[src/rtl/pkt_cls_pkg.sv]
package pkt_cls_pkg;

    localparam logic [31:0] FP_SEED = 32'd5381;

    // byte offsets within a packet
    localparam int OFS_SRC_LAST   = 3;
    localparam int OFS_DPORT_HI   = 6;
    localparam int OFS_DPORT_LAST = 7;
    localparam int OFS_OPCODE     = 28;
    localparam int OFS_OPER_FIRST = 29;
    localparam int OFS_OPER_LAST  = 32;

    typedef enum logic [7:0] {
        OP_ADD_SRC   = 8'h01,
        OP_DEL_SRC   = 8'h02,
        OP_ADD_DPORT = 8'h03,
        OP_DEL_DPORT = 8'h04,
        OP_ADD_FP    = 8'h05,
        OP_DEL_FP    = 8'h06,
        OP_DUMP      = 8'h07
    } cls_op_e;

    typedef enum logic [1:0] {
        EDIT_NONE = 2'd0,
        EDIT_ADD  = 2'd1,
        EDIT_DEL  = 2'd2
    } edit_e;

    // what the parser knows once a packet has ended
    typedef struct packed {
        logic [31:0] fp;
        logic [7:0]  opcode;
        logic [31:0] operand;
        logic [15:0] len;
        logic        is_cmd;
        logic        cmd_full;
    } pkt_summary_t;

    function automatic logic [31:0] fp_step(input logic [31:0] h, input logic [7:0] b);
        return (h << 5) + h + {24'd0, b};
    endfunction

    function automatic edit_e op_to_edit(input logic go, input logic [7:0] op,
                                         input cls_op_e add_op, input cls_op_e del_op);
        if (go && op == add_op) return EDIT_ADD;
        if (go && op == del_op) return EDIT_DEL;
        return EDIT_NONE;
    endfunction

endpackage

[src/rtl/pkt_field_parse.sv]
module pkt_field_parse
    import pkt_cls_pkg::*;
#(
    parameter int          IDX_W    = 16,
    parameter logic [15:0] CMD_PORT = 16'hFFFF
) (
    input  logic         clk,
    input  logic         rst,
    input  logic         in_valid,
    input  logic         in_sop,
    input  logic         in_eop,
    input  logic [7:0]   in_data,
    output logic         pkt_start,
    output logic         src_stb,
    output logic [31:0]  src_key,
    output logic         dport_stb,
    output logic [15:0]  dport_key,
    output logic         done,
    output pkt_summary_t summ
);

    logic [IDX_W-1:0] idx_q, cur_idx, nxt_idx;
    logic [31:0]      src_q, fp_q, oper_q;
    logic [15:0]      dport_q, len_q;
    logic [7:0]       op_q;
    logic             is_cmd_q, done_q;

    assign cur_idx   = in_sop ? '0 : idx_q;
    assign nxt_idx   = (&cur_idx) ? cur_idx : cur_idx + 1'b1;
    assign pkt_start = in_valid && in_sop;

    assign src_stb   = in_valid && (cur_idx == IDX_W'(OFS_SRC_LAST));
    assign src_key   = {src_q[23:0], in_data};
    assign dport_stb = in_valid && (cur_idx == IDX_W'(OFS_DPORT_LAST));
    assign dport_key = {dport_q[7:0], in_data};

    always_ff @(posedge clk) begin
        if (rst) begin
            idx_q    <= '0;
            src_q    <= '0;
            fp_q     <= FP_SEED;
            oper_q   <= '0;
            dport_q  <= '0;
            len_q    <= '0;
            op_q     <= '0;
            is_cmd_q <= 1'b0;
            done_q   <= 1'b0;
        end else begin
            done_q <= in_valid && in_eop;
            if (in_valid) begin
                idx_q <= nxt_idx;
                len_q <= 16'(nxt_idx);
                fp_q  <= fp_step(in_sop ? FP_SEED : fp_q, in_data);
                if (cur_idx <= IDX_W'(OFS_SRC_LAST))
                    src_q <= {src_q[23:0], in_data};
                if (cur_idx == IDX_W'(OFS_DPORT_HI) || cur_idx == IDX_W'(OFS_DPORT_LAST))
                    dport_q <= {dport_q[7:0], in_data};
                if (in_sop)
                    is_cmd_q <= 1'b0;
                else if (cur_idx == IDX_W'(OFS_DPORT_LAST))
                    is_cmd_q <= (dport_key == CMD_PORT);
                if (in_sop)
                    op_q <= '0;
                else if (cur_idx == IDX_W'(OFS_OPCODE))
                    op_q <= in_data;
                if (in_sop)
                    oper_q <= '0;
                else if (cur_idx >= IDX_W'(OFS_OPER_FIRST) && cur_idx <= IDX_W'(OFS_OPER_LAST))
                    oper_q <= {oper_q[23:0], in_data};
            end
        end
    end

    assign done          = done_q;
    assign summ.fp       = fp_q;
    assign summ.opcode   = op_q;
    assign summ.operand  = oper_q;
    assign summ.len      = len_q;
    assign summ.is_cmd   = is_cmd_q;
    assign summ.cmd_full = (len_q >= 16'(OFS_OPER_LAST + 1));

    // a finished packet always holds at least one byte
    p_len_nonzero_r2: assert property (@(posedge clk) disable iff (rst)
        done_q |-> (len_q != 16'd0));
    // control flag only after the destination port was fully seen
    p_cmd_hdr_r6: assert property (@(posedge clk) disable iff (rst)
        is_cmd_q |-> (len_q >= 16'(OFS_DPORT_LAST + 1)));

endmodule

[src/rtl/match_table.sv]
module match_table
    import pkt_cls_pkg::*;
#(
    parameter int N     = 8,
    parameter int KW    = 32,
    parameter int CW    = 32,
    parameter bit EARLY = 1'b1
) (
    input  logic                 clk,
    input  logic                 rst,
    input  logic                 clr,
    input  logic                 lk_stb,
    input  logic [KW-1:0]        lk_key,
    input  logic                 commit,
    input  edit_e                edit_kind,
    input  logic [KW-1:0]        edit_key,
    output logic [N-1:0][CW-1:0] cnt
);

    logic [N-1:0][KW-1:0] key_q;
    logic [N-1:0][CW-1:0] cnt_q;
    logic [N-1:0]         valid_q;
    logic [N-1:0]         cmp, use_hit, edit_hit, add_sel;
    logic                 exists, any_free;

    always_comb begin
        for (int i = 0; i < N; i++) begin
            cmp[i]      = valid_q[i] && (key_q[i] == lk_key);
            edit_hit[i] = valid_q[i] && (key_q[i] == edit_key);
        end
    end

    // lowest empty slot
    always_comb begin
        add_sel  = '0;
        any_free = 1'b0;
        for (int i = 0; i < N; i++) begin
            if (!valid_q[i] && !any_free) begin
                add_sel[i] = 1'b1;
                any_free   = 1'b1;
            end
        end
    end
    assign exists = |edit_hit;

    generate
        if (EARLY) begin : g_early
            logic [N-1:0] hit_q;
            always_ff @(posedge clk) begin
                if (rst)
                    hit_q <= '0;
                else if (lk_stb)
                    hit_q <= cmp;
                else if (clr)
                    hit_q <= '0;
            end
            assign use_hit = hit_q;
        end else begin : g_late
            logic unused_clr_w;
            assign unused_clr_w = clr;
            assign use_hit      = cmp & {N{lk_stb}};
        end
    endgenerate

    always_ff @(posedge clk) begin
        if (rst) begin
            key_q   <= '0;
            cnt_q   <= '0;
            valid_q <= '0;
        end else begin
            for (int i = 0; i < N; i++) begin
                if (edit_kind == EDIT_DEL && edit_hit[i]) begin
                    valid_q[i] <= 1'b0;
                    cnt_q[i]   <= '0;
                end else if (edit_kind == EDIT_ADD && !exists && any_free && add_sel[i]) begin
                    valid_q[i] <= 1'b1;
                    key_q[i]   <= edit_key;
                    cnt_q[i]   <= '0;
                end else if (commit && use_hit[i] && valid_q[i]) begin
                    cnt_q[i] <= cnt_q[i] + 1'b1;
                end
            end
        end
    end

    assign cnt = cnt_q;

    generate
        for (genvar i = 0; i < N; i++) begin : g_chk
            // an entry moves by one hit or returns to zero on edit
            p_cnt_step_r8: assert property (@(posedge clk) disable iff (rst)
                (cnt_q[i] != $past(cnt_q[i])) |->
                    ((cnt_q[i] == $past(cnt_q[i]) + 1'b1) || (cnt_q[i] == '0)));
            // an empty slot never carries a count
            p_empty_zero_r8: assert property (@(posedge clk) disable iff (rst)
                !valid_q[i] |-> (cnt_q[i] == '0));
            for (genvar j = i + 1; j < N; j++) begin : g_pair
                // no key is held twice
                p_no_dup_r7: assert property (@(posedge clk) disable iff (rst)
                    (valid_q[i] && valid_q[j]) |-> (key_q[i] != key_q[j]));
            end
        end
    endgenerate

endmodule

[src/rtl/pkt_classifier.sv]
module pkt_classifier
    import pkt_cls_pkg::*;
#(
    parameter int          N_ENT    = 8,
    parameter int          CNT_W    = 32,
    parameter logic [15:0] CMD_PORT = 16'hFFFF
) (
    input  logic             clk,
    input  logic             rst,
    input  logic             in_valid,
    input  logic             in_sop,
    input  logic             in_eop,
    input  logic [7:0]       in_data,
    output logic             rd_valid,
    output logic             rd_last,
    output logic [CNT_W-1:0] rd_data
);

    localparam int NWORDS = 2 + 3 * N_ENT;
    localparam int IW     = $clog2(NWORDS);
    localparam logic [IW-1:0] LAST_IDX = IW'(NWORDS - 1);

    logic         pkt_start, src_stb, dport_stb, done;
    logic [31:0]  src_key;
    logic [15:0]  dport_key;
    pkt_summary_t summ;

    pkt_field_parse #(.IDX_W(16), .CMD_PORT(CMD_PORT)) u_parse (
        .clk(clk), .rst(rst),
        .in_valid(in_valid), .in_sop(in_sop), .in_eop(in_eop), .in_data(in_data),
        .pkt_start(pkt_start),
        .src_stb(src_stb), .src_key(src_key),
        .dport_stb(dport_stb), .dport_key(dport_key),
        .done(done), .summ(summ)
    );

    logic  stat_commit, cmd_go;
    edit_e src_edit, dport_edit, fp_edit;

    assign stat_commit = done && !summ.is_cmd;
    assign cmd_go      = done && summ.is_cmd && summ.cmd_full;
    assign src_edit    = op_to_edit(cmd_go, summ.opcode, OP_ADD_SRC, OP_DEL_SRC);
    assign dport_edit  = op_to_edit(cmd_go, summ.opcode, OP_ADD_DPORT, OP_DEL_DPORT);
    assign fp_edit     = op_to_edit(cmd_go, summ.opcode, OP_ADD_FP, OP_DEL_FP);

    logic [N_ENT-1:0][CNT_W-1:0] src_cnt, dport_cnt, fp_cnt;

    match_table #(.N(N_ENT), .KW(32), .CW(CNT_W), .EARLY(1'b1)) u_src_tab (
        .clk(clk), .rst(rst), .clr(pkt_start),
        .lk_stb(src_stb), .lk_key(src_key), .commit(stat_commit),
        .edit_kind(src_edit), .edit_key(summ.operand), .cnt(src_cnt)
    );

    match_table #(.N(N_ENT), .KW(16), .CW(CNT_W), .EARLY(1'b1)) u_dport_tab (
        .clk(clk), .rst(rst), .clr(pkt_start),
        .lk_stb(dport_stb), .lk_key(dport_key), .commit(stat_commit),
        .edit_kind(dport_edit), .edit_key(summ.operand[15:0]), .cnt(dport_cnt)
    );

    match_table #(.N(N_ENT), .KW(32), .CW(CNT_W), .EARLY(1'b0)) u_fp_tab (
        .clk(clk), .rst(rst), .clr(1'b0),
        .lk_stb(done), .lk_key(summ.fp), .commit(stat_commit),
        .edit_kind(fp_edit), .edit_key(summ.operand), .cnt(fp_cnt)
    );

    // global totals
    logic [CNT_W-1:0] pkt_cnt_q, byte_cnt_q;

    always_ff @(posedge clk) begin
        if (rst) begin
            pkt_cnt_q  <= '0;
            byte_cnt_q <= '0;
        end else if (stat_commit) begin
            pkt_cnt_q  <= pkt_cnt_q + 1'b1;
            byte_cnt_q <= byte_cnt_q + CNT_W'(summ.len);
        end
    end

    // dump sequencer
    logic          dump_on_q;
    logic [IW-1:0] dump_idx_q;

    always_ff @(posedge clk) begin
        if (rst) begin
            dump_on_q  <= 1'b0;
            dump_idx_q <= '0;
        end else if (dump_on_q) begin
            if (dump_idx_q == LAST_IDX) begin
                dump_on_q  <= 1'b0;
                dump_idx_q <= '0;
            end else begin
                dump_idx_q <= dump_idx_q + 1'b1;
            end
        end else if (cmd_go && summ.opcode == OP_DUMP) begin
            dump_on_q  <= 1'b1;
            dump_idx_q <= '0;
        end
    end

    always_comb begin
        rd_data = '0;
        if (dump_idx_q == IW'(0)) rd_data = pkt_cnt_q;
        if (dump_idx_q == IW'(1)) rd_data = byte_cnt_q;
        for (int i = 0; i < N_ENT; i++) begin
            if (dump_idx_q == IW'(2 + i))             rd_data = src_cnt[i];
            if (dump_idx_q == IW'(2 + N_ENT + i))     rd_data = dport_cnt[i];
            if (dump_idx_q == IW'(2 + 2 * N_ENT + i)) rd_data = fp_cnt[i];
        end
    end

    assign rd_valid = dump_on_q;
    assign rd_last  = dump_on_q && (dump_idx_q == LAST_IDX);

    p_last_in_dump_r9: assert property (@(posedge clk) disable iff (rst)
        rd_last |-> rd_valid);
    p_dump_ends_last_r9: assert property (@(posedge clk) disable iff (rst)
        $fell(rd_valid) |-> $past(rd_last));
    p_cmd_not_counted_r6: assert property (@(posedge clk) disable iff (rst)
        (done && summ.is_cmd) |=> ($stable(pkt_cnt_q) && $stable(byte_cnt_q)));
    p_pkt_step_r2: assert property (@(posedge clk) disable iff (rst)
        (pkt_cnt_q != $past(pkt_cnt_q)) |-> (pkt_cnt_q == $past(pkt_cnt_q) + 1'b1));

endmodule

[config.mk]
export PLATFORM = sky130hd
export DESIGN_NAME = pkt_classifier
export DESIGN_NICKNAME = d
export VERILOG_FILES = /design/src/rtl/pkt_cls_pkg.sv /design/src/rtl/pkt_field_parse.sv /design/src/rtl/match_table.sv /design/src/rtl/pkt_classifier.sv
export SDC_FILE = /design/constraint.sdc
export NUM_CORES = 2
export LEC_CHECK = 0
export BUFFER_PORTS_ARGS = -buffer_cell sky130_fd_sc_hd__buf_2
export CORE_MARGIN = 2
export CORE_UTILIZATION = 46
export DETAILED_ROUTE_END_ITERATION = 12
export SYNTH_ARGS = -nofsm -noshare
export SYNTH_HDL_FRONTEND = slang
export SYNTH_SLANG_ARGS = --single-unit
[constraint.sdc]
create_clock -name clk -period 10.5 [get_ports clk]
set_input_delay 1.575 -clock clk [delete_from_list [all_inputs] [get_ports clk]]
set_output_delay 1.575 -clock clk [all_outputs]
set_load 0.03 [all_outputs]
==> impl_metrics.csv <==
group,metric,value,unit
placed_design,dp_hpwl,226000,um
drt,drt-pass1-iter-count,7,
drt,remaining_antenna_violation_count_after_routing,0,
sta,achievable-frequency,134,MHz
global_route,largest_net_degree_at_the_start_of_global_routing,161,
layout,finalInstanceArea,0.0984,mm^2
global_route,antenna_found_initial,1,
floorplan,floorplan.rows,162,
sta,timing.final.setup_violations,0,
sta,min_period_over_period,0.712,
synthesis,synth_top_flop_cell,"dfxtp_1",
floorplan,coreArea,0.195,mm^2
placed_design,finalWeightedCongestion,1.00,
floorplan,floorplan.die.height,447,um
sta,final_hold_slack,0.474,ns
worst_setup_path,critPathRequiredTime,8.93,ns
clock_tree,clock_root_buffer,"clkbuf_16",
layout,nNetsFinal,10600,
clock_tree,postCtsSetupRepairBufs,0,
floorplan,die_area,0.200,mm^2
sta,rsz0062_at_grt,"no",
sta,timing.final.crit_period,7.47,ns
global_route,grt_first_pass_wirelength,477000,um
power,power_per_standard_cell_area,138,mW/mm^2
placed_design,portBuffers,46,
worst_setup_path,crit_fanout,50,
drt,detail_route.wirelength,324000,um
power,p_total,0.0136,W
clock_tree,cts_buffers,181,
drt,drcViolationCount,0,
synthesis,synth_area_leaders,"dfxtp_1 (36%), xor2_1 (14%), nor2_1 (7.8%)",
synthesis,synth.lib_cells_used.distinct,85,
synthesis,number_of_enable_flip_flop_cells_after_synthesis,0,
floorplan,num_io_pins,47,
sta,slew-limit-headroom,0.0931,
clock_tree,path_clk_slew,0.06,ns
synthesis,syn_inst_count,10800,
synthesis,synth_top_area_share,0.364,
sta,worst-slew-pin-transition,1.35,ns
clock_tree,cts.sink_count,1640,
layout,layout_commonest_cell,"nor2_1",
clock_tree,post_cts_resized,0,
floorplan,starting_density_of_the_core,0.463,
drt,post_drt_via_cell_ratio,5.89,
clock_tree,cts.htree.levels,4,
power,power.ir.vdd_worst,142,uV
layout,highest_count_cells_in_the_layout_ignoring_fill_and_taps,"nor2_1 (1869), dfxtp_1 (1605), xor2_1 (1402)",
clock_tree,cts_tree,"done",
clock_tree,clock_latency_of_the_later_clocked_register_in_the_worst_skew_pair,0.85,ns
floorplan,chipWidth,447,um
drt,detail_route.wl_per_cell,24.4,um
sta,timing.setup.tns,0,ns
synthesis,synthesis.area_per_instance,8.36,um^2
synthesis,yosys_warnings,0,
layout,layout-drive-gt1-share,0.0641,
worst_setup_path,setup.worst_path.class,"reg2out",
synthesis,proportion_of_synthesized_flip_flops_having_asynchronous_set_or_reset,0,
global_route,gr-total-overflow,0,
worst_setup_path,crit_path_start_kind,"flop",
sta,clock-skew-final,0.0403,ns
drt,vias,78300,
placed_design,placement.cell_area,0.0922,mm^2
sta,maxSlewViolCount,0,
synthesis,synth_seq_cells,1640,
run_status,outcome,"finished clean",
run,max_cap_viol_count,0,
synthesis,yosysTopAreaCell,"dfxtp_1",
synthesis,synth.net_count,10900,
layout,post-route-util,0.505,
layout,area.growth.synth_to_final,9.16,%
worst_setup_path,worstPathArrival,5.90,ns
synthesis,ys_seq_area_frac,0.364,
power,p_leak,42.1,nW
worst_setup_path,endpoint_kind,"primary output",
synthesis,syn-cell-area,0.0902,mm^2
clock_tree,clock_tree_buffer_depth,3,
clock_tree,cts_hold_buf,0,
sta,hold_viol_final,0,
global_route,grt.total_usage,0.315,
global_route,vias_in_the_first_global_route,73500,
drt,drt-initial-drc-count,8217,
hold_path,worst_hold_path_type,"reg2reg",
==> critical path, cell delays in order, from the launching register on <==
cell and delay [ns]:
dfxtp_2 0.66, buf_4 0.52, inv_1 0.44, ha_2 0.36, buf_4 0.31, nand2b_1 0.49, nor2_1 0.90, nand2_1 0.25
a21oi_1 0.20, a31oi_1 0.18, o21ai_0 0.37, a21oi_1 0.14, buf_2 0.19
==> sequential cells by signal, indices dropped and copies added (netlist names), 32 cells and up <==
name               cells
u_src_tab.cnt        256
pkt_cnt_q             32
u_fp_tab.key_q       256
u_dport_tab.cnt      256
u_dport_tab.key_q    128
u_fp_tab.cnt         256
u_src_tab.key_q      256
u_parse.oper_q        32
byte_cnt_q            32
u_parse.fp_q          32
==> report_power, final <==
part | internal (W) | total (W) | leakage (nW) | switching [W]
clock network | 0.00387 | 0.00666 | 3.03 | 0.00279
registers | 0.00624 | 0.00630 | 13.2 | 0.0000649
logic | 0.000203 | 0.000641 | 25.8 | 0.000438
==> cell families (layout without fill, tap and decap cells) <==
kind of cell,after synthesis,count (layout),synth area share
AO/OA/AOI/OAI,1060,1060,0.0753
XOR/XNOR,2099,2099,0.204
adder cells (fa/ha/maj),114,114,0.0162
buffers and inverters,841,707,0.0412
flip-flops,1640,1640,0.364
multiplexers,638,638,0.0708
other,0,1,0
AND/OR/NAND/NOR,4398,4398,0.228
==> Yosys cell counts, types with 43 or more instances <==
cell type  number
or3_1          51
inv_1         116
nor4_1        261
nor3_1        195
and3_1        185
ha_1          109
nor2_1       1879
a31oi_1        63
and4_1         46
nand3_1       413
nand2_1       786
xor2_1       1402
clkbuf_1      423
a22oi_1        46
buf_4          55
mux2i_1       637
and2_1         43
buf_2         174
nand4_1       288
o21ai_0       180
a21oi_1       336
nor2b_1        62
xnor2_1       697
dfxtp_1      1640
buf_1          53
o22ai_1        94
==> cell type report <==
type / instances / area (um^2)
inverter: 118 / 443
antenna: 1 / 2.50
multi-input combinational: 8309 / 53800
timing repair buffer: 257 / 1840
tap: 2624 / 3280
clock buffer: 263 / 5270
fill: 18500 / 96400
sequential: 1640 / 32900
clock inverter: 69 / 895
==> metrics by stage <==
step	std cells	setup WS [ns]
2_1_floorplan	10800	5.23
3_3_place_gp	12900	4.19
3_5_place_dp	12900	4.09
4_1_cts	13300	3.19
5_1_grt	13300	2.95
6_report	13300	3.03
==> worst paths after layout <==
check	start	to	slack, ns	cells after the start
worst min register to register	u_parse.op_q[3]$_SDFFE_PP0P_	u_parse.op_q[3]$_SDFFE_PP0P_	0.47	2
worst min-delay path	u_parse.op_q[3]$_SDFFE_PP0P_	u_parse.op_q[3]$_SDFFE_PP0P_	0.47	2
worst max-delay path	dump_idx_q[4]$_SDFFE_PP0P_	rd_data[20]	3.03	12
worst max register to register	u_parse.oper_q[6]$_SDFFE_PP0P_	u_fp_tab.cnt[251]$_SDFFE_PP0P_	4.76	14
==> routing by layer <==
| metal | GRT usage | routed length [um] | up-vias |
|---|---|---|---|
| met2 | 0.502 | 145000 | 3338 |
| met3 | 0.0473 | 24700 | 818 |
| li1 | - | - | 36200 |
| met5 | 0 | 0 | - |
| met4 | 0.137 | 15800 | 0 |
| met1 | 0.421 | 139000 | 37900 |
(Power assumes the default switching activity.)
